==> config.mk <==
export PLATFORM = sky130hd
export DESIGN_NAME = bpar_unit
export DESIGN_NICKNAME = d
export VERILOG_FILES = /design/src/rtl/bpar_pkg.sv /design/src/rtl/bpar_addr_par.sv /design/src/rtl/bpar_lane_par.sv /design/src/rtl/bpar_unit.sv
export SDC_FILE = /design/constraint.sdc
export NUM_CORES = 1
export LEC_CHECK = 0
export BUFFER_PORTS_ARGS = -buffer_cell sky130_fd_sc_hd__buf_4
export CORE_AREA = 2 2 96 98
export DETAILED_ROUTE_END_ITERATION = 8
export DIE_AREA = 0 0 98 100
export HOLD_SLACK_MARGIN = 0.08
export PLACE_DENSITY = 0.73
export SLEW_MARGIN = 20
export SYNTH_ARGS = -nofsm -noshare
export SYNTH_HDL_FRONTEND = slang
export SYNTH_HIERARCHICAL = 1
export SYNTH_SLANG_ARGS = --single-unit
==> constraint.sdc <==
create_clock -name clk -period 0.8 [get_ports clk]
set_input_delay 0.08 -clock clk [delete_from_list [all_inputs] [get_ports clk]]
set_output_delay 0.08 -clock clk [all_outputs]
set_load 0.02 [all_outputs]
==> src/rtl/bpar_pkg.sv <==
package bpar_pkg;
    localparam int DEF_ADDR_W = 36;  // width of request and snoop addresses
    localparam int DEF_LANES  = 8;   // number of data byte lanes
    localparam int DEF_LO_BIT = 3;   // lowest address bit covered by parity
    localparam int DEF_SPLIT  = 24;  // first address bit of the upper slice
    localparam int NUM_AP     = 2;   // parity bits per address
endpackage

==> src/rtl/bpar_addr_par.sv <==
module bpar_addr_par #(
    parameter int ADDR_W = bpar_pkg::DEF_ADDR_W,
    parameter int LO_BIT = bpar_pkg::DEF_LO_BIT,
    parameter int SPLIT  = bpar_pkg::DEF_SPLIT
) (
    input  logic [ADDR_W-1:0]           addr,
    output logic [bpar_pkg::NUM_AP-1:0] par
);
    always_comb begin
        par[0] = ^addr[SPLIT-1:LO_BIT];
        par[1] = ^addr[ADDR_W-1:SPLIT];
    end
endmodule

==> src/rtl/bpar_lane_par.sv <==
module bpar_lane_par #(
    parameter int LANES = bpar_pkg::DEF_LANES
) (
    input  logic [LANES*8-1:0] data,
    output logic [LANES-1:0]   par
);
    for (genvar i = 0; i < LANES; i++) begin : g_lane
        assign par[i] = ^data[8*i +: 8];
    end
endmodule

==> src/rtl/bpar_unit.sv <==
module bpar_unit #(
    parameter int ADDR_W = bpar_pkg::DEF_ADDR_W,
    parameter int LANES  = bpar_pkg::DEF_LANES,
    parameter int LO_BIT = bpar_pkg::DEF_LO_BIT,
    parameter int SPLIT  = bpar_pkg::DEF_SPLIT
) (
    input  logic                 clk,
    input  logic                 rst_n,
    input  logic                 req_valid,
    input  logic [ADDR_W-1:0]    req_addr,
    output logic [1:0]           req_ap,
    input  logic                 wr_valid,
    input  logic [LANES*8-1:0]   wr_data,
    output logic [LANES-1:0]     wr_dp,
    input  logic                 rd_valid,
    input  logic [LANES*8-1:0]   rd_data,
    input  logic [LANES-1:0]     rd_dp,
    input  logic [LANES-1:0]     rd_be,
    output logic                 pchk_n,
    input  logic                 snp_valid,
    input  logic [ADDR_W-1:0]    snp_addr,
    input  logic [1:0]           snp_ap,
    output logic [1:0]           snp_err,
    input  logic                 clr_status,
    output logic [LANES-1:0]     fail_lanes
);
    localparam int DATA_W = LANES * 8;

    typedef struct packed {
        logic [1:0]       ap;
        logic [LANES-1:0] dp;
        logic             pchk_n;
        logic [1:0]       snp_err;
        logic [LANES-1:0] fail;
    } state_t;

    state_t st_d, st_q;

    logic [1:0]       req_par;
    logic [1:0]       snp_par;
    logic [LANES-1:0] wr_par;
    logic [LANES-1:0] rd_par;
    logic [LANES-1:0] bad_lanes;

    bpar_addr_par #(.ADDR_W(ADDR_W), .LO_BIT(LO_BIT), .SPLIT(SPLIT)) u_req_par (
        .addr (req_addr),
        .par  (req_par)
    );

    bpar_addr_par #(.ADDR_W(ADDR_W), .LO_BIT(LO_BIT), .SPLIT(SPLIT)) u_snp_par (
        .addr (snp_addr),
        .par  (snp_par)
    );

    bpar_lane_par #(.LANES(LANES)) u_wr_par (
        .data (wr_data[DATA_W-1:0]),
        .par  (wr_par)
    );

    bpar_lane_par #(.LANES(LANES)) u_rd_par (
        .data (rd_data[DATA_W-1:0]),
        .par  (rd_par)
    );

    always_comb begin
        st_d = st_q;
        bad_lanes = rd_valid ? ((rd_par ^ rd_dp) & rd_be) : '0;
        if (req_valid) begin
            st_d.ap = req_par;
        end
        if (wr_valid) begin
            st_d.dp = wr_par;
        end
        st_d.pchk_n  = ~|bad_lanes;
        st_d.snp_err = snp_valid ? (snp_par ^ snp_ap) : 2'b00;
        // clear first, then fresh failures take effect
        st_d.fail    = (clr_status ? '0 : st_q.fail) | bad_lanes;
    end

    always_ff @(posedge clk or negedge rst_n) begin
        if (!rst_n) begin
            st_q.ap      <= '0;
            st_q.dp      <= '0;
            st_q.pchk_n  <= 1'b1;
            st_q.snp_err <= '0;
            st_q.fail    <= '0;
        end else begin
            st_q <= st_d;
        end
    end

    assign req_ap     = st_q.ap;
    assign wr_dp      = st_q.dp;
    assign pchk_n     = st_q.pchk_n;
    assign snp_err    = st_q.snp_err;
    assign fail_lanes = st_q.fail;
endmodule

* After elaboration in Yosys (flattened, before gate mapping)
Cells that the tools add are included. Widths: inputs -> output; s select.
Operators by class: order comparisons 0, reduce and logical (&&, ||, !) cells 22, shifts and indexed selects 0, $mul 0, bitwise operators 4, add/sub/neg operators 0, eq/ne operators 0, mux-type cells 3, div/mod/pow operators 0
Operators with widths (count):
- $reduce_xor 8->1 | 16
- $reduce_xor 21->1 | 2
- $reduce_xor 12->1 | 2
- $mux 8 | 2
- $and 8x8->8 | 1
- $or 8x8->8 | 1
- $reduce_or 8->1 | 1
- $xor 8x8->8 | 1
- $mux 2 | 1
- $xor 2x2->2 | 1
- $logic_not 1->1 | 1
Storage, ports and cells: input port bits 225, register bits 21, output and inout bits 21, memory bits (writable) 0, word-level logic and storage cells 34, memories 0, latch bits 0, ROM bits 0

* Depth between registers and ports, before layout
depth after elaboration 6, depth in mapped cells 6, gate-level depth less buffers 6

* Modules after synthesis
Netlist, hierarchy kept.
By module, submodules not included:
- bpar_lane_par | sequential area each 0.0 um^2, cells each 56, instances 2, area each 490.5 um^2
- bpar_unit | sequential area each 526.8 um^2, cells each 74, instances 1, area each 909.6 um^2
- bpar_addr_par | sequential area each 0.0 um^2, cells each 30, instances 2, area each 276.5 um^2

* Worst setup path after synthesis
No wires, ideal clock.
kind input port to flip-flop, from in snp_addr[19], to reg, netlist name snp_err[0], arrival 1.218 ns, stages 6, required time 0.681 ns, slack -0.537 ns, buffers on the path 0, setup time 0.119 ns, cell sequence xor2_1 xnor2_1 xnor2_1 xnor3_1 xor2_1 and2_1
RTL lines:
- from (decl) | RTL line bpar_unit.sv:21 | input logic [ADDR_W-1:0] snp_addr,

==> results.cfg <==
[run_status]
outcome = finished, violations left
violations = negative setup slack

[yosys]
synth_top_family_by_area = XOR/XNOR gates
yosys_warnings = 6
post_synth_num_cell_types = 14
synth-xor-area-share_pct = 66.4
synthesis.area_um2 = 2440
yosys.area.top_type_share_pct = 52.3
netlist_instances = 246
simple_gate_portion_of_the_synthesized_area_pct = 2.15
synth_nets = 471
postSynthAreaPerCell_um2 = 9.93
synth_largest_area_cell = sky130_fd_sc_hd__xnor2_1
post_synthesis_mux_area_share_pct = 4.61
yosys.area_share.adder_pct = 0
synth.ff_latch_count = 21
top_post_synthesis_cells_by_area = sky130_fd_sc_hd__xnor2_1 52%, sky130_fd_sc_hd__dfrtp_1 20%, sky130_fd_sc_hd__xor2_1 12%
synth_compound_area_share_pct = 3.74
register_area_share_after_synthesis_pct = 21.6

[global_routing]
highest_utilization_routing_layer_at_the_global_route_stage = met2
grt_util_all_layers_pct = 15.4
grt_pass1_wl_um = 12300
grt_overflow = 0
groute.layer.met1.usage_pct = 14.3
grt_max_degree = 22
globalRouteMet2Util_pct = 32.3
globalRouteMet3Util_pct = 4.53
first_global_vias = 2865
antenna_violations_before_repair = 0

[clocking]
cts_buffer_depth = 2
clockRootBuffer = sky130_fd_sc_hd__clkbuf_8
clock_tree_from_tritoncts = done
clock-sinks = 21
worstSkewPairLatency_ns = 0.26
clock_tree.htree_level_count = 1
clk_transition_reported_paths_ns = 0.08
tritoncts.num_buffers = 3

[sta]
slew_at_the_pin_closest_to_its_max_slew_limit_ns = 0.285
slew_headroom_pct = 81.0
post_route_skew_ns = 0
minimum_clock_period_after_layout_ns = 1.21
holdWs_ns = 0.0972
period_share_pct = 152
rsz0062_at_grt = yes
report.final.setup_viol = 35
hold_violations = 0
postLayoutSetupSlackWorst_ns = -0.413
max_frequency_mhz = 824
drv_slew = 0

[pwr]
areal_power_density_over_the_cells_nw_per_um2 = 1490
ir_worst_vdd_mv = 0.599
p_leak_nw = 2.48
fin_total_pwr_w = 0.00792

[hold_path]
worstHoldPathCells = 2
hold_class = in -> reg

[setup_path]
critPathMaxStageDelay_ns = 0.41
cpMaxStageDelayCell = sky130_fd_sc_hd__xnor3_1
r2r_start = wr_dp[4]$_DFFE_PN0P_
critical_path.most_common_cell = sky130_fd_sc_hd__xnor2_1
timing.critical_path.from_type = input port
r2r.worst_path.cells = 2
worstSetupPathType = in -> reg
worst_ep_arrival_time_ns = 1.37
type_of_destination_of_the_critical_path = flip-flop
setup.worst_path.start = snp_addr[14]
r2r_setup_slk_ns = -0.07
timing.critical_path.cells = buf_6 > xor2_2 > xnor2_1 > xnor2_1 > xnor3_1 > xor2_1 > and2_1
crit-reg2reg-capture = wr_dp[4]$_DFFE_PN0P_
crit_path_max_fo = 1
worstPathRequired_ns = 0.96
cp-endpoint = snp_err[0]$_DFF_PN0_

[die]
die_width_um = 98
fp.dieArea_um2 = 9800
placement_rows = 35
design.portCount = 246
overall_die_height_um = 100
design.core.area_um2 = 8890
starting_utilization_of_the_core_area_pct = 27.5

[placement]
placed_cells_incl_taps = 595
port_buffers = 239
finalWeightedCongestion = 0.752
post-dp-hpwl_um = 6460
placement.setup.worst_slack_ns = -0.695

[routing]
detailedRoute.firstPassIterationCount = 3
route.antenna.remaining_nets = 0
detail_route.wl_per_cell_um = 13.1
routed_via_density = 4.26
drt_wl_total_um = 8080
number_of_design_rule_violations_left_by_the_first_detailed_router_iteration = 26
via_count = 2635
remaining_drcs = 0

[finish]
final_cell_mix = 180 x sky130_fd_sc_hd__buf_4, 100 x sky130_fd_sc_hd__xnor2_1, 66 x sky130_fd_sc_hd__buf_6
layout.core_utilization_pct = 59.9
post_route_cells_drive_above_1_share_pct = 63.3
layout_commonest_cell = sky130_fd_sc_hd__buf_4
nNetsFinal = 733
n_antenna_cell = 0
area_delta_synth_final_pct = 118
fin_cells = 618

[run]
cap_viol_max_count = 0
==> synth_stat cells <==
cell type                  count
sky130_fd_sc_hd__a22o_1        4
sky130_fd_sc_hd__and2_1        2
sky130_fd_sc_hd__buf_2         1
sky130_fd_sc_hd__clkbuf_1      1
sky130_fd_sc_hd__dfrtp_1      20
sky130_fd_sc_hd__dfstp_2       1
sky130_fd_sc_hd__inv_1         8
sky130_fd_sc_hd__mux2_2       10
sky130_fd_sc_hd__nand3_1       8
sky130_fd_sc_hd__o21ai_0       8
sky130_fd_sc_hd__o41ai_2       1
sky130_fd_sc_hd__xnor2_1     146
sky130_fd_sc_hd__xnor3_1       2
sky130_fd_sc_hd__xor2_1       34
==> critical path, delay by kind of cell <==
| family | cells | cell delay (ns) |
|---|---|---|
| xor+xnor | 5 | 1.05 |
| buf+inv | 1 | 0.09 |
| simple gates | 1 | 0.15 |
==> repair_timing <==
item / 4_1_cts / 5_1_grt
resized for setup: 80 / 49
pin swaps: 41 / 50
buffers inserted: 5 / 2
hold buffers: 12 / 0
hold endpoints to repair: 34 / 0
endpoints found under the setup margin: 35 / 38
==> per-layer routing <==
layer  routed length (um)  up-vias
li1                     -     1282
met1                 2390     1225
met2                 4870      122
met3                  734        6
met4                   93        0
met5                    0        -
==> sequential cells by signal, summed over array words and instances, names as in the netlist <==
register,count
pchk_n,1
wr_dp,8
fail_lanes,8
req_ap,2
snp_err,2
==> worst min-delay path by stage <==
| stage | start | end | slack (ns) |
|---|---|---|---|
| 3_5_place_dp | rst_n | wr_dp[7]$_DFFE_PN0P_ | -0.01 |
| 5_1_grt | req_valid | req_ap[1]$_DFFE_PN0P_ | 0.09 |
| 4_1_cts | req_valid | req_ap[0]$_DFFE_PN0P_ | 0.07 |
| 6_report | req_valid | req_ap[1]$_DFFE_PN0P_ | 0.1 |
| 3_3_place_gp | rst_n | wr_dp[7]$_DFFE_PN0P_ | -0.01 |
| 2_1_floorplan | rst_n | fail_lanes[0]$_DFF_PN0_ | -0.22 |
==> kinds of logic after synthesis <==
group	count (synthesis)
buffers and inverters	10
AOI/OAI and AO/OA	13
and+or+nand+nor	10
DFF	21
muxes	10
xor gates and xnor gates	182
==> through the flow <==
stage | setup TNS (ns) | cell area (um^2)
global route | -5.48 | 5320
finish | -3.80 | 5320
CTS | -3.74 | 5010
detailed placement | -7.67 | 4390
global placement | -7.24 | 4390
floorplan | -3.46 | 2460
==> area by class of cell <==
class                           instances  area [um^2]
Inverter                                8         30.0
Tap cell                              111          139
Multi-Input combinational cell        215         2350
Clock inverter                          1         5.00
Timing Repair Buffer                  259         2230
Clock buffer                            3         41.3
Fill cell                             765         3570
Sequential cell                        21          527
==> power by group <==
part           switching, W  total, W  internal (W)
Sequential         0.000251   0.00170       0.00145
Clock              0.000346  0.000693      0.000346
Combinational       0.00213   0.00552       0.00339
Total               0.00273   0.00792       0.00519
(Power assumes the default switching activity.)
